File: src/rtl/pfo_pkg.sv
package pfo_pkg;

    typedef enum logic {
        SEL_AE = 1'b0,
        SEL_AF = 1'b1
    } ofs_sel_e;

    typedef enum logic {
        LOAD_PAR = 1'b0,
        LOAD_SER = 1'b1
    } load_mode_e;

    typedef struct packed {
        logic     wr;
        logic     rd;
        ofs_sel_e sel;
    } par_cmd_t;

    localparam int DFLT_SHIFT = 3;

    // preset threshold for a 3-bit code: 2^(code+3)-1
    function automatic int unsigned default_offset(input logic [2:0] code);
        return (32'd1 << (int'(code) + DFLT_SHIFT)) - 32'd1;
    endfunction

endpackage

File: src/rtl/pfo_ctrl.sv
module pfo_ctrl
    import pfo_pkg::*;
#(
    parameter int  OFS_W = 10,
    localparam int BITS  = 2 * OFS_W,
    localparam int POS_W = $clog2(BITS)
) (
    input  logic             clk,
    input  logic             mrst,
    input  logic             prst,
    input  logic             ld,
    input  logic             wr_en,
    input  logic             rd_en,
    input  logic             ser_en,
    output par_cmd_t         cmd,
    output logic             ser_we,
    output logic [POS_W-1:0] ser_pos
);

    localparam logic [POS_W-1:0] LAST_POS = POS_W'(BITS - 1);

    load_mode_e       mode_q;
    ofs_sel_e         sel_q;
    logic [POS_W-1:0] pos_q;
    logic             in_rst;
    logic             wr_go;
    logic             rd_go;
    logic             sh_go;

    assign in_rst = mrst | prst;
    assign wr_go  = !in_rst && ld && wr_en && (mode_q == LOAD_PAR);
    assign rd_go  = !in_rst && ld && rd_en && !wr_go;
    assign sh_go  = !in_rst && ser_en && (mode_q == LOAD_SER);

    always_ff @(posedge clk) begin
        if (mrst) begin
            mode_q <= ld ? LOAD_SER : LOAD_PAR;
        end
    end

    always_ff @(posedge clk) begin
        if (in_rst) begin
            sel_q <= SEL_AE;
        end else if (wr_go || rd_go) begin
            sel_q <= (sel_q == SEL_AE) ? SEL_AF : SEL_AE;
        end
    end

    always_ff @(posedge clk) begin
        if (in_rst) begin
            pos_q <= '0;
        end else if (sh_go) begin
            pos_q <= (pos_q == LAST_POS) ? '0 : pos_q + 1'b1;
        end
    end

    assign cmd.wr  = wr_go;
    assign cmd.rd  = rd_go;
    assign cmd.sel = sel_q;
    assign ser_we  = sh_go;
    assign ser_pos = pos_q;


    mode_hold_chk: assert property (@(posedge clk) disable iff (mrst)
        !mrst |=> $stable(mode_q));


    ser_wrap_chk: assert property (@(posedge clk) disable iff (in_rst)
        (sh_go && pos_q == LAST_POS) |=> (pos_q == '0));


    idle_sel_chk: assert property (@(posedge clk) disable iff (in_rst)
        !ld |=> $stable(sel_q));

endmodule

File: src/rtl/pfo_offsets.sv
module pfo_offsets
    import pfo_pkg::*;
#(
    parameter int  OFS_W = 10,
    localparam int POS_W = $clog2(2 * OFS_W)
) (
    input  logic             clk,
    input  logic             mrst,
    input  logic             prst,
    input  logic [2:0]       dflt_code,
    input  par_cmd_t         cmd,
    input  logic [OFS_W-1:0] wr_data,
    input  logic             ser_we,
    input  logic [POS_W-1:0] ser_pos,
    input  logic             ser_di,
    output logic [OFS_W-1:0] ae_ofs,
    output logic [OFS_W-1:0] af_ofs,
    output logic [OFS_W-1:0] rd_data
);

    logic [OFS_W-1:0] ae_q;
    logic [OFS_W-1:0] af_q;
    logic [OFS_W-1:0] rd_q;
    logic [OFS_W-1:0] ae_mask;
    logic [OFS_W-1:0] af_mask;
    logic [OFS_W-1:0] dflt_val;

    // one-hot bit-enable masks for the serial write position
    for (genvar b = 0; b < OFS_W; b++) begin : g_mask
        assign ae_mask[b] = ser_we && (ser_pos == POS_W'(b));
        assign af_mask[b] = ser_we && (ser_pos == POS_W'(b + OFS_W));
    end

    assign dflt_val = OFS_W'(default_offset(dflt_code));

    always_ff @(posedge clk) begin
        if (mrst) begin
            ae_q <= dflt_val;
            af_q <= dflt_val;
        end else if (!prst) begin
            if (cmd.wr && cmd.sel == SEL_AE) begin
                ae_q <= wr_data;
            end else begin
                ae_q <= (ae_q & ~ae_mask) | ({OFS_W{ser_di}} & ae_mask);
            end
            if (cmd.wr && cmd.sel == SEL_AF) begin
                af_q <= wr_data;
            end else begin
                af_q <= (af_q & ~af_mask) | ({OFS_W{ser_di}} & af_mask);
            end
        end
    end

    always_ff @(posedge clk) begin
        if (mrst || prst) begin
            rd_q <= '0;
        end else if (cmd.rd) begin
            rd_q <= (cmd.sel == SEL_AE) ? ae_q : af_q;
        end
    end

    assign ae_ofs  = ae_q;
    assign af_ofs  = af_q;
    assign rd_data = rd_q;


    keep_on_prst_chk: assert property (@(posedge clk) disable iff (mrst)
        prst |=> ($stable(ae_q) && $stable(af_q)));


    af_untouched_chk: assert property (@(posedge clk) disable iff (mrst || prst)
        (cmd.wr && cmd.sel == SEL_AE && !ser_we) |=> $stable(af_q));


    quiet_regs_chk: assert property (@(posedge clk) disable iff (mrst || prst)
        (!cmd.wr && !ser_we) |=> ($stable(ae_q) && $stable(af_q)));

endmodule

File: src/rtl/pfo_flags.sv
module pfo_flags #(
    parameter int  OFS_W = 10,
    parameter int  DEPTH = 1024,
    localparam int CNT_W = $clog2(DEPTH + 1)
) (
    input  logic             clk,
    input  logic             mrst,
    input  logic             prst,
    input  logic [CNT_W-1:0] word_cnt,
    input  logic [OFS_W-1:0] ae_ofs,
    input  logic [OFS_W-1:0] af_ofs,
    output logic             almost_empty,
    output logic             almost_full
);

    localparam logic [CNT_W-1:0] FULL_CNT = CNT_W'(DEPTH);

    logic [CNT_W-1:0] free_w;
    logic             ae_q;
    logic             af_q;

    assign free_w = FULL_CNT - word_cnt;

    always_ff @(posedge clk) begin
        if (mrst || prst) begin
            ae_q <= 1'b0;
            af_q <= 1'b0;
        end else begin
            ae_q <= (word_cnt <= CNT_W'(ae_ofs));
            af_q <= (free_w <= CNT_W'(af_ofs));
        end
    end

    assign almost_empty = ae_q;
    assign almost_full  = af_q;


    empty_floor_chk: assert property (@(posedge clk) disable iff (mrst || prst)
        (word_cnt == '0) |=> ae_q);


    full_ceiling_chk: assert property (@(posedge clk) disable iff (mrst || prst)
        (word_cnt == FULL_CNT) |=> af_q);

endmodule

File: src/rtl/pfo_loader.sv
module pfo_loader
    import pfo_pkg::*;
#(
    parameter int  OFS_W = 10,
    parameter int  DEPTH = 1024,
    localparam int CNT_W = $clog2(DEPTH + 1)
) (
    input  logic             clk,
    input  logic             mrst_i,
    input  logic             prst_i,
    input  logic [1:0]       fsel_i,
    input  logic             ld_i,
    input  logic             ser_en_i,
    input  logic             ser_di_i,
    input  logic             wr_en_i,
    input  logic [OFS_W-1:0] wr_data_i,
    input  logic             rd_en_i,
    output logic [OFS_W-1:0] rd_data_o,
    input  logic [CNT_W-1:0] word_cnt_i,
    output logic             almost_empty_o,
    output logic             almost_full_o
);

    localparam int POS_W = $clog2(2 * OFS_W);

    par_cmd_t         cmd;
    logic             ser_we;
    logic [POS_W-1:0] ser_pos;
    logic [OFS_W-1:0] ae_ofs;
    logic [OFS_W-1:0] af_ofs;

    pfo_ctrl #(.OFS_W(OFS_W)) u_ctrl (
        .clk     (clk),
        .mrst    (mrst_i),
        .prst    (prst_i),
        .ld      (ld_i),
        .wr_en   (wr_en_i),
        .rd_en   (rd_en_i),
        .ser_en  (ser_en_i),
        .cmd     (cmd),
        .ser_we  (ser_we),
        .ser_pos (ser_pos)
    );

    pfo_offsets #(.OFS_W(OFS_W)) u_offsets (
        .clk       (clk),
        .mrst      (mrst_i),
        .prst      (prst_i),
        .dflt_code ({ld_i, fsel_i}),
        .cmd       (cmd),
        .wr_data   (wr_data_i),
        .ser_we    (ser_we),
        .ser_pos   (ser_pos),
        .ser_di    (ser_di_i),
        .ae_ofs    (ae_ofs),
        .af_ofs    (af_ofs),
        .rd_data   (rd_data_o)
    );

    pfo_flags #(.OFS_W(OFS_W), .DEPTH(DEPTH)) u_flags (
        .clk          (clk),
        .mrst         (mrst_i),
        .prst         (prst_i),
        .word_cnt     (word_cnt_i),
        .ae_ofs       (ae_ofs),
        .af_ofs       (af_ofs),
        .almost_empty (almost_empty_o),
        .almost_full  (almost_full_o)
    );

endmodule

File: config.mk
export PLATFORM = sky130hd
export DESIGN_NAME = pfo_loader
export DESIGN_NICKNAME = d
export VERILOG_FILES = /design/src/rtl/pfo_pkg.sv /design/src/rtl/pfo_ctrl.sv /design/src/rtl/pfo_offsets.sv /design/src/rtl/pfo_flags.sv /design/src/rtl/pfo_loader.sv
export SDC_FILE = /design/constraint.sdc
export NUM_CORES = 1
export LEC_CHECK = 0
export ABC_AREA = 1
export ABC_CLOCK_PERIOD_IN_PS = 6000
export CELL_PAD_IN_SITES_DETAIL_PLACEMENT = 2
export CELL_PAD_IN_SITES_GLOBAL_PLACEMENT = 2
export CORE_MARGIN = 2
export CORE_UTILIZATION = 35
export CTS_BUF_LIST = sky130_fd_sc_hd__clkbuf_4
export DETAILED_ROUTE_END_ITERATION = 16
export GPL_TIMING_DRIVEN = 0
export PLACE_DENSITY = 0.95
export REMOVE_ABC_BUFFERS = 1
export SYNTH_ARGS = -nofsm -noshare
export SYNTH_HDL_FRONTEND = slang
export SYNTH_SLANG_ARGS = --single-unit
File: constraint.sdc
create_clock -name clk -period 6 [get_ports clk]
set_input_delay 1.2 -clock clk [delete_from_list [all_inputs] [get_ports clk]]
set_output_delay 1.2 -clock clk [all_outputs]
set_load 0.05 [all_outputs]
# Word level (Yosys, flattened, before mapping)
# Cells that the tools add are included.
[op_classes] n_bitwise=11 n_reduce_logical=34 n_lt_le_gt_ge=2 mux=10 n_addsub=4 n_eq_ne=20 shifts=1
[ops] op="two-way mux 10 bit" count=7
[ops] op="AND 10 bit" count=4
[ops] op="== test 5 x 4 -> 1 bit, second input constant" count=8
[ops] op="left shift 1 x 32 -> 10 bit, first input constant" count=1
[ops] op="logical AND 1 bit" count=29
[ops] op="<= comparator 11 x 10 -> 1 bit" count=2
[ops] op="== test 5 x 3 -> 1 bit, second input constant" count=4
[ops] op="== test 5 bit, second input constant" count=4
[ops] op="inverter 10 bit" count=2
[ops] op="OR 10 bit" count=2
[ops] op="subtractor 11 bit, first input constant" count=1
[ops] op="== test 5 x 2 -> 1 bit, second input constant" count=2
[ops] op="subtractor 10 x 1 -> 10 bit, second input constant" count=1
[ops] op="adder 5 x 1 -> 5 bit, second input constant" count=1
[ops] op="== test 5 x 1 -> 1 bit, second input constant" count=1
[ops] op="logical NOT 5 bit" count=1
[ops] op="two-way mux 5 bit" count=1
[ops] op="adder 3 x 2 -> 4 bit, second input constant" count=1
[ops] op="logical NOT 1 bit" count=2
[ops] op="logical OR 1 bit" count=2
[ops] op="two-way mux 1 bit" count=2
[ops] op="inequality test 2 bit, second input constant" count=1
[ops] op="inverter 1 bit" count=2
[ops] op="OR 1 bit" count=1
[totals] output_inout_bits=12 register_bits=39 elab_cells=90 in_bits=31

# Logic depth before layout (Yosys ltp)
# Gate-level depths: netlist of run 1.
[depth] word_depth=11 ltp_mapped=16 depth_no_buf=16

# Cells and area by module
# Synthesis of run 1 repeated with hierarchy kept, for this count alone.
[hier_totals] cells_unflattened=477 hier_area_um2=3209.3
[modules_own_cells] module="pfo_offsets" cells_each=291 area_per_inst_um2=1971.9 seq_area_each_um2=800.8 n_inst=1
[modules_own_cells] module="pfo_flags" cells_each=127 area_per_inst_um2=822.0 seq_area_each_um2=40.0 n_inst=1
[modules_own_cells] module="pfo_ctrl" cells_each=59 area_per_inst_um2=415.4 seq_area_each_um2=150.1 n_inst=1

# Least setup slack after synthesis of run 1
# Ideal clock, no wire load.
[synth_path] path_type="input to register" startpoint="in word_cnt_i[0]" endpoint="reg u_flags.af_q, in the netlist u_flags.almost_full" stages=16 n_path_buf=0 required_ps=5930 t_arrival_ps=2816 setup_time_ps=70 path_slack_ps=3115 path_cell_list="inv_1 ha_1 nand3_1 nor3_2 xor2_1 inv_1 ha_1 nand2_1 inv_1 a21oi_1 nand2_1 nand2_1 nand2_1 nand2_1 nand2_1 a21oi_1"
[synth_via] elab_chain_cells=2
[synth_lines] element="start, declared" line="pfo_loader.sv:19" rtl="input logic [CNT_W-1:0] word_cnt_i,"
[synth_lines] element="subtractor 11 bit" line="pfo_flags.sv:22" rtl="assign free_w = FULL_CNT - word_cnt;"
[synth_lines] element="<= comparator 11 x 10 -> 1 bit" line="pfo_flags.sv:30" rtl="af_q <= (free_w <= CNT_W'(af_ofs));"
[synth_lines] element="end signal, assigned" line="pfo_flags.sv:30"
[synth_lines] element="end, declared" line="pfo_flags.sv:20" rtl="logic af_q;"
# Every way passes these cells.
# A chain may end at the register's enable or synchronous reset.

# Worst setup path in the final report of run 1
# Ends and elaborated chain as after synthesis.

==> metrics.csv, run 1 <==
metric,value,unit
synth_top_family_by_area,simple AND/OR/NAND/NOR gates,
post_cts_buffers,0,
period_minus_slack,3.424,ns
antenna_cells,0,
cp_max_fo,4,
startpoint,word_cnt_i[0],
r2r_start,u_ctrl.sel_q,
synth_area_leaders,"edfxtp_1, nand2_1, dfxtp_1",
numCtsBuffers,5,
rrSetupSlack,3.81,ns
maxCapViolCount,0,
finalSetupViolCount,0,
synth_xor_xnor_area_share,2.721,%
die_w,94.97,µm
dp_hpwl,8.569,mm
die_h,94.97,µm
grt_first_pass_wirelength,16.97,mm
hold_viol,0,
cp_data_arrival_time,3.73,ns
clk_transition_reported_paths,0.14,ns
synth_top_area_share,21.77,%
drc,0,
place_congestion,0.9339,
track_usage,25.22,%
wl,10.66,mm
synth_cells,383,
rsz0062_at_grt,no,
min_path_type,reg2reg,
cts_tree,yes,
status,"finished, final reports clean",
first_pass_iters,4,
yosysSeqAreaShare,34.21,%
h-tree-depth,2,
wl_per_cell,20.03,µm
start_kind,input pin,
finalSetupTns,0,ns
required,6.31,ns
area_growth,21.43,%
ir_worst_vdd,0.08048,mV
ant_nets,0,
crit_type,in2reg,
muxShareOfSynthArea,0,%
max_slew_margin,56.92,%
hp-start,u_offsets.rd_data[5],
nets,484,
io_pins,43,
drive_gt1_share,7.026,%
ys_seq_elements,39,
whs,0.5354,ns
clockRootBuffer,clkbuf_4,
cp-end-kind,flip-flop,
post-route-util,43.24,%
p_per_area,192.0,nW/µm²
post-route-period-util,57.07,%
synth_compound_area_share,14.43,%
grt_pass1_vias,3204,
insertion_delay,0.37,ns
rows,33,
core-area,8134,µm²
grt_max_degree,21,
synth_cell_type_count,36,
numPortBuffers,42,
fillers,943,
synth-simple-area-share,25.96,%
antenna_found_initial,0,
grt-ovfl-total,0,
fin_worst_skew,0.01364,ns
cts_hold_buf,0,
p_leak,1.559,nW
cts_max_path_buffers,2,
postCtsResizedCells,0,
vias,2878,
viasPerCell,5.410,
drv_slew,0,
die_area,9019,µm²
clock_sinks,39,
yosysTopAreaCell,edfxtp_1,
start_util,35.61,%
syn_area_per_cell,7.563,µm²
drt_first_iter_violations,116,
fmax,0.2921,GHz
tightestPinTransition,0.6456,ns
netlist_area,2897,µm²
yosysWarnings,0,
synth-adder-area-share,11.66,%
[where the power goes]
part	leakage [nW]	switching, W	internal (W)
Sequential	0.358	0.00000930	0.000295
Combinational	1.14	0.0000844	0.0000533
Clock	0.0559	0.0000986	0.000135
Total	1.56	0.000192	0.000483
[synthesized netlist by cell type]
library cell,instances
a21oi_1,16
o31ai_1,2
buf_6,1
a31oi_1,10
o221ai_1,10
nand3_4,1
nor3_2,3
dfxtp_1,18
ha_1,27
nand2_8,1
o21ai_0,7
buf_4,1
inv_2,8
buf_2,2
o21ai_1,11
conb_1,1
nand3_2,1
a211oi_1,1
a311oi_2,1
clkbuf_1,3
nand3_1,10
o211ai_1,8
xnor2_1,3
nor2_1,25
nand2_2,1
nand2_1,102
inv_4,2
nand2_4,1
xor2_1,6
nor4_1,1
clkinv_1,1
nor2_8,1
nor2_4,2
nand4_1,13
inv_1,61
edfxtp_1,21
[metrics by stage]
stage | instances | worst slack, ns | instance area (µm²) | power [W]
finish | 532 | 2.576 | 3517 | 0.0006752
global route | 532 | 2.261 | 3517 | 0.0007057
CTS | 532 | 2.498 | 3517 | 0.0006769
detailed placement | 524 | 2.124 | 3412 | 0.0004462
global placement | 524 | 2.293 | 3412 | 0.0004312
floorplan | 377 | 3.115 | 2860 | 0.0003825
[worst paths after layout]
kind / to / cells past startpoint
max: u_flags.almost_full / 17
min: u_offsets.rd_data[5] / 2
max reg2reg: flip-flop / 5
min reg2reg: u_offsets.rd_data[5] / 2
[critical path: stages]
cell,delay [ns]
clkdlybuf4s50_1,0.40
inv_1,0.15
ha_1,0.21
nand3_1,0.15
nor3_2,0.28
xor2_1,0.18
inv_1,0.06
ha_1,0.29
nand2_1,0.09
inv_1,0.04
a21oi_1,0.21
nand2_1,0.08
nand2_1,0.06
nand2_1,0.06
nand2_1,0.07
nand2_1,0.05
a21oi_1,0.13
[area by class of cell]
cell class | instances | area [µm²] | share of cell area [%]
Inverter | 72 | 275.3 | 7.826
Clock buffer | 6 | 45.04 | 1.281
Tap cell | 105 | 131.4 | 3.735
Sequential cell | 39 | 991.0 | 28.18
Timing Repair Buffer | 42 | 420.4 | 11.95
Multi-Input combinational cell | 266 | 1594 | 45.32
Clock inverter | 2 | 60.06 | 1.708
[routing by layer]
metal  GRT usage (%)  up-vias  wire, µm
li1                -     1362         -
met1           27.49     1416      4296
met2           49.59       71      5712
met3           3.272       29       291
met4           8.213        0       356
met5               0        -         0
[kinds of logic after synthesis]
family,Yosys count
other,1
buffers and inverters,79
xor gates and xnor gates,9
DFF,39
and+or+nand+nor,162
adders and majority gates,27
AOI/OAI and AO/OA,66
[cells in the final DEF (no fill, tap or decap), types with 8 or more instances in the layout]
| cell | count |
|---|---|
| nand2_1 | 102 |
| inv_1 | 61 |
| clkdlybuf4s50_1 | 42 |
| ha_1 | 27 |
| nor2_1 | 25 |
| edfxtp_1 | 21 |
| dfxtp_1 | 18 |
| a21oi_1 | 16 |
| nand4_1 | 13 |
| o21ai_1 | 11 |
| nand3_1 | 10 |
| o221ai_1 | 10 |
| a31oi_1 | 10 |
| inv_2 | 8 |
| o211ai_1 | 8 |
Note: power is estimated with default switching activity, not from simulation.
==> run 2, diff against run 1 <==
--- a/config.mk
+++ b/config.mk
@@ -6,15 +6,15 @@
 export NUM_CORES = 1
 export LEC_CHECK = 0
 export ABC_AREA = 1
-export ABC_CLOCK_PERIOD_IN_PS = 6000
+export ABC_CLOCK_PERIOD_IN_PS = 3450
 export CELL_PAD_IN_SITES_DETAIL_PLACEMENT = 2
 export CELL_PAD_IN_SITES_GLOBAL_PLACEMENT = 2
 export CORE_MARGIN = 2
-export CORE_UTILIZATION = 35
+export CORE_UTILIZATION = 32
 export CTS_BUF_LIST = sky130_fd_sc_hd__clkbuf_4
 export DETAILED_ROUTE_END_ITERATION = 16
 export GPL_TIMING_DRIVEN = 0
-export PLACE_DENSITY = 0.95
+export PLACE_DENSITY = 0.89
 export REMOVE_ABC_BUFFERS = 1
 export SYNTH_ARGS = -nofsm -noshare
 export SYNTH_HDL_FRONTEND = slang
==> constraint.sdc (replaced) <==
create_clock -name clk -period 3.45 [get_ports clk]
set_input_delay 0.69 -clock clk [delete_from_list [all_inputs] [get_ports clk]]
set_output_delay 0.69 -clock clk [all_outputs]
set_load 0.05 [all_outputs]
==> run 2 against run 1 <==
Total power grew 61%; sequential power grew 73%; sequential share of layout area grew 0.16 points; sequential cell count is the same; non-clock buffer count is the same; critical path depth is the same; final area shrank 0.57%; largest cell class unchanged; highest routed layer unchanged.
==> metrics.csv, run 2 (same netlist as run 1, synthesis figures left out) <==
metric,value,unit
drt_first_iter_violations,38,
first_pass_iters,4,
start_util,33.05,%
die_h,99.14,µm
numPortBuffers,42,
crit_chain,clkdlybuf4s50_1 -> inv_1 -> ha_1 -> nand3_1 -> nor3_2 -> xor2_1 -> inv_1 -> ha_1 -> nand2_1 -> inv_1 -> a21oi_1 -> nand2_1 -> nand2_1 -> nand2_1 -> nand2_1 -> nand2_1 -> a21oi_1,
cp_common_cell,nand2_1,
critical_path.top_delay_family,simple AND/OR/NAND/NOR gates,
hold_viol,0,
core-area,8763,µm²
top_layer,met4,
grt-ovfl-total,0,
wl_met2,5.252,mm
insertion_delay,0.36,ns
tightestPinTransition,0.6612,ns
dr_wl_met3,209,µm
layout_commonest_cell,nand2_1,
antenna_found_initial,0,
layout_common_cells,"nand2_1, inv_1, clkdlybuf4s50_1",
finalNonFillerCells,535,
wl,9.497,mm
maxCapViolCount,0,
cts_tree,yes,
finalSetupViolCount,0,
design_area,3497,µm²
rsz0062_at_grt,no,
cts_max_path_buffers,2,
min_path_type,reg2reg,
antenna_cells,0,
post-route-period-util,82.55,%
fin_worst_skew,0.006989,ns
dp_hpwl,7.805,mm
grt_first_pass_wirelength,15.82,mm
clk_transition_reported_paths,0.14,ns
whs_path_depth,2,
p_per_area,310.8,nW/µm²
reg2regPathDepth,5,
vias,2754,
die_area,9829,µm²
status,"finished, final reports clean",
numCtsBuffers,5,
postCtsResizedCells,0,
period_minus_slack,2.848,ns
cpPeakStageDelay,0.40,ns
nets,484,
ant_nets,0,
drv_slew,0,
start_kind,input pin,
track_usage,20.31,%
post_cts_buffers,0,
post_dp_cell_area,3416,µm²
clock_sinks,39,
path_buf_inv,4,
rows,34,
viasPerCell,5.148,
io_pins,43,
wl_met1,3.944,mm
cp_max_fo,4,
required,3.75,ns
cp_slowest_cell,clkdlybuf4s50_1,
grt_max_degree,21,
finalSetupTns,0,ns
place_congestion,0.8989,
worstSetupPathDepth,17,
p_leak,1.548,nW
crit_type,in2reg,
max_slew_margin,55.87,%
drc,0,
cp_data_arrival_time,3.15,ns
clockRootBuffer,clkbuf_4,
wl_per_cell,17.75,µm
drive_gt1_share,7.026,%
h-tree-depth,2,
area_growth,20.73,%
fmax,0.3511,GHz
die_w,99.14,µm
cp-end-kind,flip-flop,
placedCellCount,527,
grt_pass1_vias,3102,
cts_hold_buf,0,
ir_worst_vdd,0.1228,mV
-- run 2: changes by cell type in the layout (fill, tap and decap cells not counted) --
cell and change:
clkinv_4 +1, clkinv_2 +1, clkbuf_4 -1, bufinv_16 -1
-- run 2: metal layers --
layer,track usage (%),up-vias
li1,-,1364
met1,23.42,1348
met2,39.40,36
met3,2.670,6
met4,4.742,0
met5,0,-
-- run 2: path summary, 6_finish.rpt --
| path | from | endpoint | slack (ns) |
|---|---|---|---|
| hold reg to reg | u_offsets.rd_data[9] | u_offsets.rd_data[9] | 0.53 |
| setup / recovery | word_cnt_i[0] | u_flags.almost_full | 0.60 |
| hold / removal | u_offsets.rd_data[9] | u_offsets.rd_data[9] | 0.53 |
| setup reg to reg | u_ctrl.sel_q | flip-flop | 1.34 |
-- run 2: per-stage QoR --
| stage | util (%) | hold slack, ns | worst slack (ns) | power, W |
|---|---|---|---|---|
| final | 39.91 | 0.5337 | 0.6021 | 0.001087 |
| after global routing | 39.91 | 0.5693 | 0.3737 | 0.001152 |
| after CTS | 39.91 | 0.5376 | 0.5534 | 0.001096 |
| after detailed placement | 38.98 | 0.5185 | 0.1717 | 0.0007695 |
| after global placement | 38.98 | 0.5078 | 0.2330 | 0.0007518 |
| after floorplan | - | 0.4856 | 1.075 | 0.0006653 |
-- run 2: worst register-to-register path: stages, from the launching register on --
cell and delay, ns:
dfxtp_1 0.71, clkinv_1 0.49, nand2_4 0.27, inv_2 0.11, a21oi_1 0.18, o31ai_1 0.10
-- run 2: where the power goes --
| part | internal [W] | switching [W] |
|---|---|---|
| Combinational | 0.0000918 | 0.000139 |
| Sequential | 0.000513 | 0.0000145 |
| Clock | 0.000153 | 0.000176 |
| Total | 0.000757 | 0.000330 |
-- run 2: layout make-up --
class                      instances  area (µm²)
clock buffer                       5       37.54
timing repair buffer              42       420.4
fill                            1034        5266
sequential                        39       991.0
clock inverter                     3       43.79
multi-input combinational        266        1594
tap                              108       135.1
inverter                          72       275.3
==> run 3, diff against run 2 <==
--- a/config.mk
+++ b/config.mk
@@ -6,15 +6,15 @@
 export NUM_CORES = 1
 export LEC_CHECK = 0
 export ABC_AREA = 1
-export ABC_CLOCK_PERIOD_IN_PS = 3450
+export ABC_CLOCK_PERIOD_IN_PS = 2400
 export CELL_PAD_IN_SITES_DETAIL_PLACEMENT = 2
 export CELL_PAD_IN_SITES_GLOBAL_PLACEMENT = 2
 export CORE_MARGIN = 2
-export CORE_UTILIZATION = 32
+export CORE_UTILIZATION = 29
 export CTS_BUF_LIST = sky130_fd_sc_hd__clkbuf_4
 export DETAILED_ROUTE_END_ITERATION = 16
 export GPL_TIMING_DRIVEN = 0
-export PLACE_DENSITY = 0.89
+export PLACE_DENSITY = 0.85
 export REMOVE_ABC_BUFFERS = 1
 export SYNTH_ARGS = -nofsm -noshare
 export SYNTH_HDL_FRONTEND = slang
==> constraint.sdc (replaced) <==
create_clock -name clk -period 2.4 [get_ports clk]
set_input_delay 0.48 -clock clk [delete_from_list [all_inputs] [get_ports clk]]
set_output_delay 0.48 -clock clk [all_outputs]
set_load 0.05 [all_outputs]
==> run 3 against run 2 <==
Register-to-register slack got worse by 0.98 ns; core utilization fell by 2.2 points; sequential cell count did not move; critical path type unchanged; critical endpoint unchanged; combinational power rose by 61%; total power rose by 46%.
==> metrics.csv, run 3 (same netlist as run 1, synthesis figures left out) <==
metric,value,unit
p_per_area,433.7,nW/µm²
area_growth,26.70,%
die_h,103.9,µm
design_area,3670,µm²
finalSetupTns,0,ns
period_minus_slack,2.228,ns
layout_common_cells,"nand2_1, inv_1, clkdlybuf4s50_1",
grt_pass1_vias,3342,
ant_nets,0,
ir_worst_vdd,0.1929,mV
clockRootBuffer,clkbuf_4,
p_total,0.001591,W
status,"finished, final reports clean",
viasPerCell,5.075,
cts_max_path_buffers,2,
post-route-period-util,92.83,%
fillers,1169,
io_pins,43,
p_leak,1.630,nW
clock_sinks,39,
max_slew_margin,55.87,%
die_w,103.9,µm
cts_tree,yes,
vias,2857,
grt_max_degree,21,
antenna_cells,0,
start_kind,input pin,
numPortBuffers,42,
grt_first_pass_wirelength,16.58,mm
numCtsBuffers,5,
h-tree-depth,2,
drt_first_iter_violations,101,
crit_type,in2reg,
hold_viol,0,
rsz0062_at_grt,no,
post_dp_cell_area,3447,µm²
required,2.69,ns
start_util,29.77,%
fmax,0.4488,GHz
place_congestion,0.8992,
die_area,10800,µm²
drive_gt1_share,10.70,%
cts_hold_buf,0,
wl,10.26,mm
grt-ovfl-total,0,
maxCapViolCount,0,
finalNonFillerCells,563,
insertion_delay,0.36,ns
cp_data_arrival_time,2.52,ns
cp-end-kind,flip-flop,
dpl_worst_slack,-0.6783,ns
core-area,9729,µm²
rows,36,
drv_slew,0,
placedCellCount,552,
fin_ws,0.1720,ns
track_usage,19.18,%
finalSetupViolCount,0,
drc,0,
tightestPinTransition,0.6612,ns
fin_worst_skew,0.01230,ns
wl_per_cell,18.21,µm
first_pass_iters,4,
layout_commonest_cell,nand2_1,
cp_max_fo,2,
clk_transition_reported_paths,0.12,ns
dp_hpwl,8.173,mm
nets,487,
min_path_type,reg2reg,
antenna_found_initial,0,
run 3: cell count changes in the layout (fill, tap and decap cells not counted), sizes merged:
cell,change
clkdlybuf4s50,-7
dlygate4sd2,+2
buf,+3
dlymetal6s2s,+5
run 3: what timing repair did:
action,in CTS,in global routing
setup endpoints to repair,1,11
pin swaps,4,6
setup buffers,3,0
resized for setup,19,10
run 3: metal layers:
layer	up-vias	track usage [%]	share of wire, %
met4	0	7.239	3.2
li1	1363	-	-
met1	1404	20.17	39
met2	64	38.02	55
met3	26	2.757	2.3
met5	-	0	0
run 3: metrics by stage:
stage / hold slack, ns / util [%]
after floorplan: 0.4856 / -
after global placement: 0.5106 / 35.43
after detailed placement: 0.5174 / 35.43
after CTS: 0.5359 / 37.20
after global routing: 0.5704 / 37.72
final: 0.5460 / 37.72
run 3: worst paths after layout:
check,startpoint,end,slack (ns),cells after the start
worst max-delay path,word_cnt_i[1],u_flags.almost_full,0.17,17
worst min-delay path,u_offsets.rd_data[7],u_offsets.rd_data[7],0.55,2
worst max register to register,u_ctrl.sel_q,flip-flop,0.36,5
worst min register to register,u_offsets.rd_data[7],u_offsets.rd_data[7],0.55,2
run 3: critical path, cell delays in order:
cell and delay, ns:
dlygate4sd2_1 0.27, inv_2 0.11, ha_4 0.16, nand3_4 0.10, nor3_4 0.16, xor2_1 0.17
inv_1 0.09, ha_4 0.23, nand2_4 0.08, inv_1 0.06, a21oi_2 0.15, nand2_1 0.09
nand2_1 0.06, nand2_1 0.05, nand2_1 0.07, nand2_1 0.07, a21oi_2 0.13
run 3: area by class of cell:
cell class              count  area [µm²]  area share, %
clock buffers               5       37.54          1.023
well taps                 133       166.4          4.535
repair buffers             45       452.9          12.34
flip-flops and latches     39       991.0          27.00
inverters                  72       275.3          7.501
multi-input cells         266        1708          46.54
clock inverters             3       38.79          1.057
run 3: report_power, final:
group	internal [W]	leakage (nW)	switching (W)
clock	0.000215	0.0426	0.000247
sequential	0.000737	0.358	0.0000213
combinational	0.000146	1.23	0.000226
total	0.00110	1.63	0.000494
